--- src/rtl/tmark_pkg.sv ---
package tmark_pkg;

    typedef enum logic [1:0] {
        ST_IDLE    = 2'd0,
        ST_ARMED   = 2'd1,
        ST_PENDING = 2'd2,
        ST_PULSE   = 2'd3
    } tm_state_e;

    function automatic int unsigned max2(input int unsigned a, input int unsigned b);
        return (a > b) ? a : b;
    endfunction

endpackage

--- src/rtl/tmark_grid.sv ---
module tmark_grid #(
    parameter int unsigned GRID_REAL = 7,
    parameter int unsigned GRID_CPLX = 6
) (
    input  logic clk_i,
    input  logic rst_ni,
    input  logic mode_cplx_i,
    output logic grid_en_o
);
    import tmark_pkg::*;

    localparam int unsigned GMAX = max2(GRID_REAL, GRID_CPLX);
    localparam int unsigned CW   = (GMAX > 2) ? $clog2(GMAX) : 1;
    localparam logic [CW-1:0] TERM_REAL = CW'(GRID_REAL - 1);
    localparam logic [CW-1:0] TERM_CPLX = CW'(GRID_CPLX - 1);

    logic [CW-1:0] cnt_q;
    logic [CW-1:0] term;

    always_comb begin
        term      = mode_cplx_i ? TERM_CPLX : TERM_REAL;
        grid_en_o = (cnt_q >= term);
    end

    always_ff @(posedge clk_i or negedge rst_ni) begin
        if (!rst_ni) begin
            cnt_q <= '0;
        end else if (grid_en_o) begin
            cnt_q <= '0;
        end else begin
            cnt_q <= cnt_q + 1'b1;
        end
    end

    p_grid_wrap_r2: assert property (@(posedge clk_i) disable iff (!rst_ni)
        grid_en_o |=> (cnt_q == '0));

    p_grid_bound_r3: assert property (@(posedge clk_i) disable iff (!rst_ni)
        cnt_q <= CW'(GMAX - 1));

endmodule

--- src/rtl/tmark_width.sv ---
module tmark_width #(
    parameter int unsigned WIDTH_REAL = 40000,
    parameter int unsigned WIDTH_CPLX = 34999
) (
    input  logic clk_i,
    input  logic rst_ni,
    input  logic load_i,
    input  logic busy_i,
    input  logic mode_cplx_i,
    output logic last_o
);
    import tmark_pkg::*;

    localparam int unsigned WMAX = max2(WIDTH_REAL, WIDTH_CPLX);
    localparam int unsigned CW   = (WMAX > 2) ? $clog2(WMAX) : 1;
    localparam logic [CW-1:0] INIT_REAL = CW'(WIDTH_REAL - 1);
    localparam logic [CW-1:0] INIT_CPLX = CW'(WIDTH_CPLX - 1);

    logic [CW-1:0] cnt_q;

    always_ff @(posedge clk_i or negedge rst_ni) begin
        if (!rst_ni) begin
            cnt_q <= '0;
        end else if (load_i) begin
            cnt_q <= mode_cplx_i ? INIT_CPLX : INIT_REAL;
        end else if (cnt_q != '0) begin
            cnt_q <= cnt_q - 1'b1;
        end
    end

    assign last_o = busy_i && (cnt_q == '0);

    p_width_count_r4: assert property (@(posedge clk_i) disable iff (!rst_ni)
        (busy_i && !last_o && !load_i) |=> (cnt_q == $past(cnt_q) - 1'b1));

    p_width_load_r5: assert property (@(posedge clk_i) disable iff (!rst_ni)
        load_i |=> (cnt_q == (mode_cplx_i ? INIT_CPLX : INIT_REAL)) || $past(mode_cplx_i) != mode_cplx_i);

endmodule

--- src/rtl/tmark_ctrl.sv ---
module tmark_ctrl (
    input  logic                 clk_i,
    input  logic                 rst_ni,
    input  logic                 arm_i,
    input  logic                 tick_i,
    input  logic                 grid_en_i,
    input  logic                 last_i,
    output tmark_pkg::tm_state_e state_o,
    output tmark_pkg::tm_state_e state_nxt_o,
    output logic                 load_o
);
    import tmark_pkg::*;

    tm_state_e state_q;
    tm_state_e state_d;

    always_ff @(posedge clk_i or negedge rst_ni) begin
        if (!rst_ni) begin
            state_q <= ST_IDLE;
        end else begin
            state_q <= state_d;
        end
    end

    always_comb begin
        state_d = state_q;
        load_o  = 1'b0;
        unique case (state_q)
            ST_IDLE:    if (arm_i)  state_d = ST_ARMED;
            ST_ARMED:   if (tick_i) state_d = ST_PENDING;
            ST_PENDING: begin
                if (grid_en_i) begin
                    state_d = ST_PULSE;
                    load_o  = 1'b1;
                end
            end
            ST_PULSE:   if (last_i) state_d = ST_IDLE;
            default:    state_d = ST_IDLE;
        endcase
    end

    assign state_o     = state_q;
    assign state_nxt_o = state_d;

    p_pend_wait_r10: assert property (@(posedge clk_i) disable iff (!rst_ni)
        (state_q == ST_PENDING && !grid_en_i) |=> (state_q == ST_PENDING));

    p_idle_tick_r7: assert property (@(posedge clk_i) disable iff (!rst_ni)
        (state_q == ST_IDLE && !arm_i) |=> (state_q == ST_IDLE));

    p_pulse_hold_r8: assert property (@(posedge clk_i) disable iff (!rst_ni)
        (state_q == ST_PULSE && !last_i) |=> (state_q == ST_PULSE));

endmodule

--- src/rtl/tmark_gen.sv ---
module tmark_gen #(
    parameter int unsigned GRID_REAL  = 7,
    parameter int unsigned GRID_CPLX  = 6,
    parameter int unsigned WIDTH_REAL = 40000,
    parameter int unsigned WIDTH_CPLX = 34999
) (
    input  logic clk_i,
    input  logic rst_ni,
    input  logic mode_cplx_i,
    input  logic arm_i,
    input  logic tick_i,
    output logic mark_o
);
    import tmark_pkg::*;

    tm_state_e state;
    tm_state_e state_nxt;
    logic      mode_q;
    logic      grid_en;
    logic      last;
    logic      load;
    logic      mark_q;

    always_ff @(posedge clk_i or negedge rst_ni) begin
        if (!rst_ni) begin
            mode_q <= 1'b0;
        end else if (state != ST_PULSE) begin
            mode_q <= mode_cplx_i;
        end
    end

    tmark_grid #(
        .GRID_REAL (GRID_REAL),
        .GRID_CPLX (GRID_CPLX)
    ) u_grid (
        .clk_i       (clk_i),
        .rst_ni      (rst_ni),
        .mode_cplx_i (mode_q),
        .grid_en_o   (grid_en)
    );

    tmark_width #(
        .WIDTH_REAL (WIDTH_REAL),
        .WIDTH_CPLX (WIDTH_CPLX)
    ) u_width (
        .clk_i       (clk_i),
        .rst_ni      (rst_ni),
        .load_i      (load),
        .busy_i      (state == ST_PULSE),
        .mode_cplx_i (mode_q),
        .last_o      (last)
    );

    tmark_ctrl u_ctrl (
        .clk_i       (clk_i),
        .rst_ni      (rst_ni),
        .arm_i       (arm_i),
        .tick_i      (tick_i),
        .grid_en_i   (grid_en),
        .last_i      (last),
        .state_o     (state),
        .state_nxt_o (state_nxt),
        .load_o      (load)
    );

    always_ff @(posedge clk_i or negedge rst_ni) begin
        if (!rst_ni) begin
            mark_q <= 1'b0;
        end else begin
            mark_q <= (state_nxt == ST_PULSE);
        end
    end

    assign mark_o = mark_q;

    p_rise_on_grid_r6: assert property (@(posedge clk_i) disable iff (!rst_ni)
        $rose(mark_q) |-> $past(state == ST_PENDING && grid_en));

    p_mode_frozen_r9: assert property (@(posedge clk_i) disable iff (!rst_ni)
        (state == ST_PULSE) |=> $stable(mode_q));

    p_fall_to_idle_r11: assert property (@(posedge clk_i) disable iff (!rst_ni)
        $fell(mark_q) |-> (state == ST_IDLE));

    p_mark_tracks_r12: assert property (@(posedge clk_i) disable iff (!rst_ni)
        mark_q == (state == ST_PULSE));

endmodule

--- config.mk ---
export PLATFORM = sky130hd
export DESIGN_NAME = tmark_gen
export DESIGN_NICKNAME = d
export VERILOG_FILES = /design/src/rtl/tmark_pkg.sv /design/src/rtl/tmark_grid.sv /design/src/rtl/tmark_width.sv /design/src/rtl/tmark_ctrl.sv /design/src/rtl/tmark_gen.sv
export SDC_FILE = /design/constraint.sdc
export NUM_CORES = 1
export LEC_CHECK = 0
export ABC_AREA = 0
export CAP_MARGIN = 10
export CORE_MARGIN = 4
export CORE_UTILIZATION = 56
export CTS_BUF_LIST = sky130_fd_sc_hd__clkbuf_4
export DETAILED_ROUTE_END_ITERATION = 12
export DONT_BUFFER_PORTS = 1
export PLACE_DENSITY = 0.7
export SLEW_MARGIN = 0
export SYNTH_ARGS = -nofsm -noshare
export SYNTH_HDL_FRONTEND = slang
export SYNTH_SLANG_ARGS = --single-unit
--- constraint.sdc ---
create_clock -name clk_i -period 5.1 [get_ports clk_i]
set_input_delay 0.51 -clock clk_i [delete_from_list [all_inputs] [get_ports clk_i]]
set_output_delay 0.51 -clock clk_i [all_outputs]
set_load 0.01 [all_outputs]
* Word-level counts from Yosys, hierarchy flattened
Cells that the tools add are included.
Storage, ports and cells: bits of input ports 5, logic and storage cells 30, output and inout port bits 1, register bits after elaboration 23
Operators by class: muxes and demuxes 12, equality and inequality tests 5, $lt $le $gt $ge 1, reductions and logical operators 5, $add $sub $neg 2
Operator list (number):
- $mux 16 | 2
- $logic_not 16->1 | 1
- $reduce_bool 16->1 | 1
- $sub 16x1->16 const B | 1
- $mux 13 | 1
- $mux 2 | 5
- $pmux 2 s4 | 1
- $eq 2x2->1 const B | 3
- $add 3x1->3 const B | 1
- $ge 3x3->1 | 1
- $mux 3 | 1
- $eq 2x1->1 const B | 1
- $logic_not 2->1 | 1
- $mux 1 | 2
- $ne 2x2->1 const B | 1
- $reduce_bool 2->1 | 1
- $logic_and 1x1->1 | 1

* Logic depth before layout (Yosys ltp)
word-level depth 5, gate-level depth with buffers 8, mapped depth without buffers 6

* Hierarchy
A second synthesis with hierarchy kept.
Unflattened totals: cells, all modules 127, area, all modules 1338.8 um^2
Modules (own cells, without submodules):
- tmark_width | area an instance 954.7 um^2, cells each 98, sequential area each 400.4 um^2, times used 1
- tmark_grid | area an instance 195.2 um^2, cells each 15, sequential area each 75.1 um^2, times used 1
- tmark_ctrl | area an instance 108.9 um^2, cells each 9, sequential area each 50.0 um^2, times used 1
- tmark_gen | area an instance 80.1 um^2, cells each 5, sequential area each 50.0 um^2, times used 1

* Worst setup path after synthesis
No wires, ideal clock.
kind register to register, start point reg u_width.cnt_q[0], end point reg u_width.cnt_q[11], period minus slack after synthesis 1.829 ns, arrival time 1.686 ns, cell stages (with the launch flop) 7, required time 4.957 ns, buffers on the path 0, library setup time 0.143 ns, path slack 3.271 ns, cell sequence dfrtp_1 -> inv_1 -> ha_1 -> or4b_2 -> o211ai_1 -> or4_1 -> nand3_1
Between the ends: word-level cells in the longest chain between the ends 3, elaborated cells on any way between the ends 5
RTL lines:
- start, declared | line tmark_width.sv:19 | logic [CW-1:0] cnt_q;
- start signal, assigned | line tmark_width.sv:25 | cnt_q <= mode_cplx_i ? INIT_CPLX : INIT_REAL;
- start signal, assigned | line tmark_width.sv:27 | cnt_q <= cnt_q - 1'b1;
- $sub 16x1->16 | line tmark_width.sv:27
- $mux 16 | line tmark_width.sv:26 | end else if (cnt_q != '0) begin
- $mux 16 | line tmark_width.sv:24 | end else if (load_i) begin
Several ways; a longest one is shown, not always the timed one. The select of a mux whose other input is x is not followed. A chain may end at the register's enable or synchronous reset.

* Worst setup path after layout
start point reg u_width.cnt_q[0], end point reg u_width.cnt_q[5]
Same word-level chain as after synthesis.

==> flow_summary.toml <==
[sta]
relSlewSlack_pct = 31.8
drv_slew = 0
holdWs_ns = 0.327
rsz0062_at_grt = "false"
finalSetupViolCount = 0
period_minus_slack_ns = 2.09
tightest_slew_ns = 1.02
fmax_mhz = 479
finClkSkew_ns = 0.00306
finalWorstSetupSlack_ns = 3.01
hold_violations = 0
finalCritPeriodShare_pct = 41.0
tns_ns = 0

[cells_and_area]
most-common-layout-cells = "dfrtp_1, a21oi_1, nand2_1, nor2_1"
syn2layout_area_growth_pct = 3.91
nNetsFinal = 138
layout-drive-gt1-share_pct = 8.66
n_antenna_cell = 0
postLayoutCellArea_um2 = 1330
final_common_cell = "dfrtp_1"
nFillCells = 196
fin_util_pct = 60.7

[clock_network]
cts_resized = 0
clockBufferDepth = 2
clock_latency_ns = 0.32
cts_root_buf = "clkbuf_4"
clkTransAtPathRegs_ns = 0.13
cts_buffers = 3
h-tree-depth = 1
cts_tree = "built"
clock-sinks = 23

[logic_synthesis]
synth_sequential_area_ratio_pct = 45.0
synthArstFlopShare_pct = 100
synth_fp_nets = 135
netlist_area_um2 = 1280
synth_top_cell_by_area = "dfrtp_1"
syn_inst = 125
synth_cell_types = 39
synth_edf_count = 0
syn_area_per_cell_um2 = 10.2
ys_top_cells_by_area = "dfrtp_1, ha_1, o31ai_1"
yosysTopAreaCellShare_pct = 45.0
synth_ff_type = "dfrtp_1"
ys_ff_latch = 23
yosysWarnings = 0

[detailed_routing]
via_per_inst = 6.24
wl_per_cell_um = 14.9
vias = 967
drt-total-wl_um = 2310
drt_iter0_markers = 12
drc_errors = 0
first_pass_iters = 4
ant_nets = 0

[floorplan]
boundaryPins = 6
die_w_um = 55.8
dieArea_um2 = 3110
fp.dieH_um = 55.8
initial_core_util_pct = 58.4
core_region_area_um2 = 2190
num_rows = 17

[place]
portBuffers = 0
gp_congestion = 0.757
dpl_worst_slack_ns = 3.08
dpl_cell_area_um2 = 1290
dp_hpwl_um = 1690

[global_route]
grt_pass1_vias = 973
antenna_found_initial = 0
grt-ovfl-total = 0
grt_pass1_wl_um = 4260
grt_max_degree = 24
track_usage_pct = 17.2

[worst_setup_path]
crit_path_end_kind = "register"
setup.worst_path.start_class = "register"
arrival_ns = 2.28
crit_type = "reg2reg"
critPathMaxFanout = 16
cp.required_ns = 5.29

[run]
drv_cap = 0

[power]
power_density_nw_per_um2 = 543
ir_drop_v = 0.000325
p_leak_uw = 0.000523

[outcome]
status = "finished, final reports clean"

[hold_path]
hold_class = "in2reg"
==> sequential cells by signal (all words and copies together), names as in the netlist <==
register / count
u_ctrl.state_o: 2
u_width.cnt_q: 16
mode_q: 1
mark_o: 1
u_grid.cnt_q: 3
==> cell families (layout without fill, tap and decap cells) <==
group | count (synthesis) | count (layout) | synth area share (%)
flip-flops | 23 | 23 | 45.0
XOR/XNOR | 5 | 5 | 3.42
multiplexers | 4 | 4 | 4.20
AO/OA/AOI/OAI | 27 | 27 | 13.2
buffers and inverters | 9 | 11 | 3.52
AND/OR/NAND/NOR | 52 | 52 | 25.8
adder cells (fa/ha/maj) | 5 | 5 | 4.89
==> worst paths after layout <==
path	start	to	slack [ns]	cells after the start
min in group asynchronous	rst_ni	u_width.cnt_q[11]	0.79	1
hold reg to reg	u_grid.cnt_q[0]	u_grid.cnt_q[0]	0.47	1
setup reg to reg	u_width.cnt_q[0]	u_width.cnt_q[5]	3.01	6
hold / removal	mode_cplx_i	mode_q	0.33	1
setup / recovery	u_width.cnt_q[0]	u_width.cnt_q[5]	3.01	6
max in group asynchronous	rst_ni	u_width.cnt_q[3]	3.69	1
==> cell type report <==
cell class	count	area [um^2]	area share, %
flip-flops and latches	23	576	43.3
repair buffers	1	10.0	0.753
inverters	6	22.5	1.69
clock inverters	1	5.00	0.376
well taps	28	35.0	2.63
multi-input cells	93	659	49.6
clock buffers	3	22.5	1.69
==> power by group <==
part           internal (uW)  leakage (uW)  switching, uW
registers                260      0.000270            106
logic                    127      0.000235            142
clock network           29.4     0.0000177           58.5
==> synth_stat cells (2+ instances only) <==
library cell  number
dfrtp_1           23
nor3_1             3
nand3_1            5
nor2_1             7
xor2_1             3
o211ai_1           2
nand2b_1           2
or3_1              4
ha_1               5
nor4_4             2
nand3b_1           2
nand2_1            8
nand4_1            3
o22ai_1            3
a21oi_1            8
inv_1              6
xnor2_1            2
o31ai_1            6
or4_1              6
mux2i_1            2
o21ai_0            5
==> critical path, stage by stage (launching register included) <==
cell	delay [ns]
dfrtp_1	0.42
inv_1	0.12
ha_1	0.19
nor4b_1	0.36
and4_1	0.59
or4_1	0.20
nand3_1	0.08
==> layer usage <==
| layer | share of wire (%) | wire, um | vias to the layer above | GRT usage (%) |
|---|---|---|---|---|
| met5 | 0 | 0 | - | 0 |
| met2 | 46 | 1070 | 13 | 27.0 |
| met4 | 1.6 | 36 | 0 | 6.78 |
| met1 | 49 | 1140 | 472 | 23.6 |
| met3 | 2.4 | 56 | 5 | 2.78 |
| li1 | - | - | 477 | - |
==> through the flow <==
stage	std cells	power [uW]
detailed placement	150	633
finish	155	722
floorplan	125	567
CTS	155	727
global placement	150	622
global route	155	795
==> timing repair <==
| action | CTS | global route |
|---|---|---|
| hold buffers | 1 | 0 |
| hold endpoints to repair | 23 | 0 |
| setup buffers | 0 | 0 |
Power figures use the tool's default switching activity.
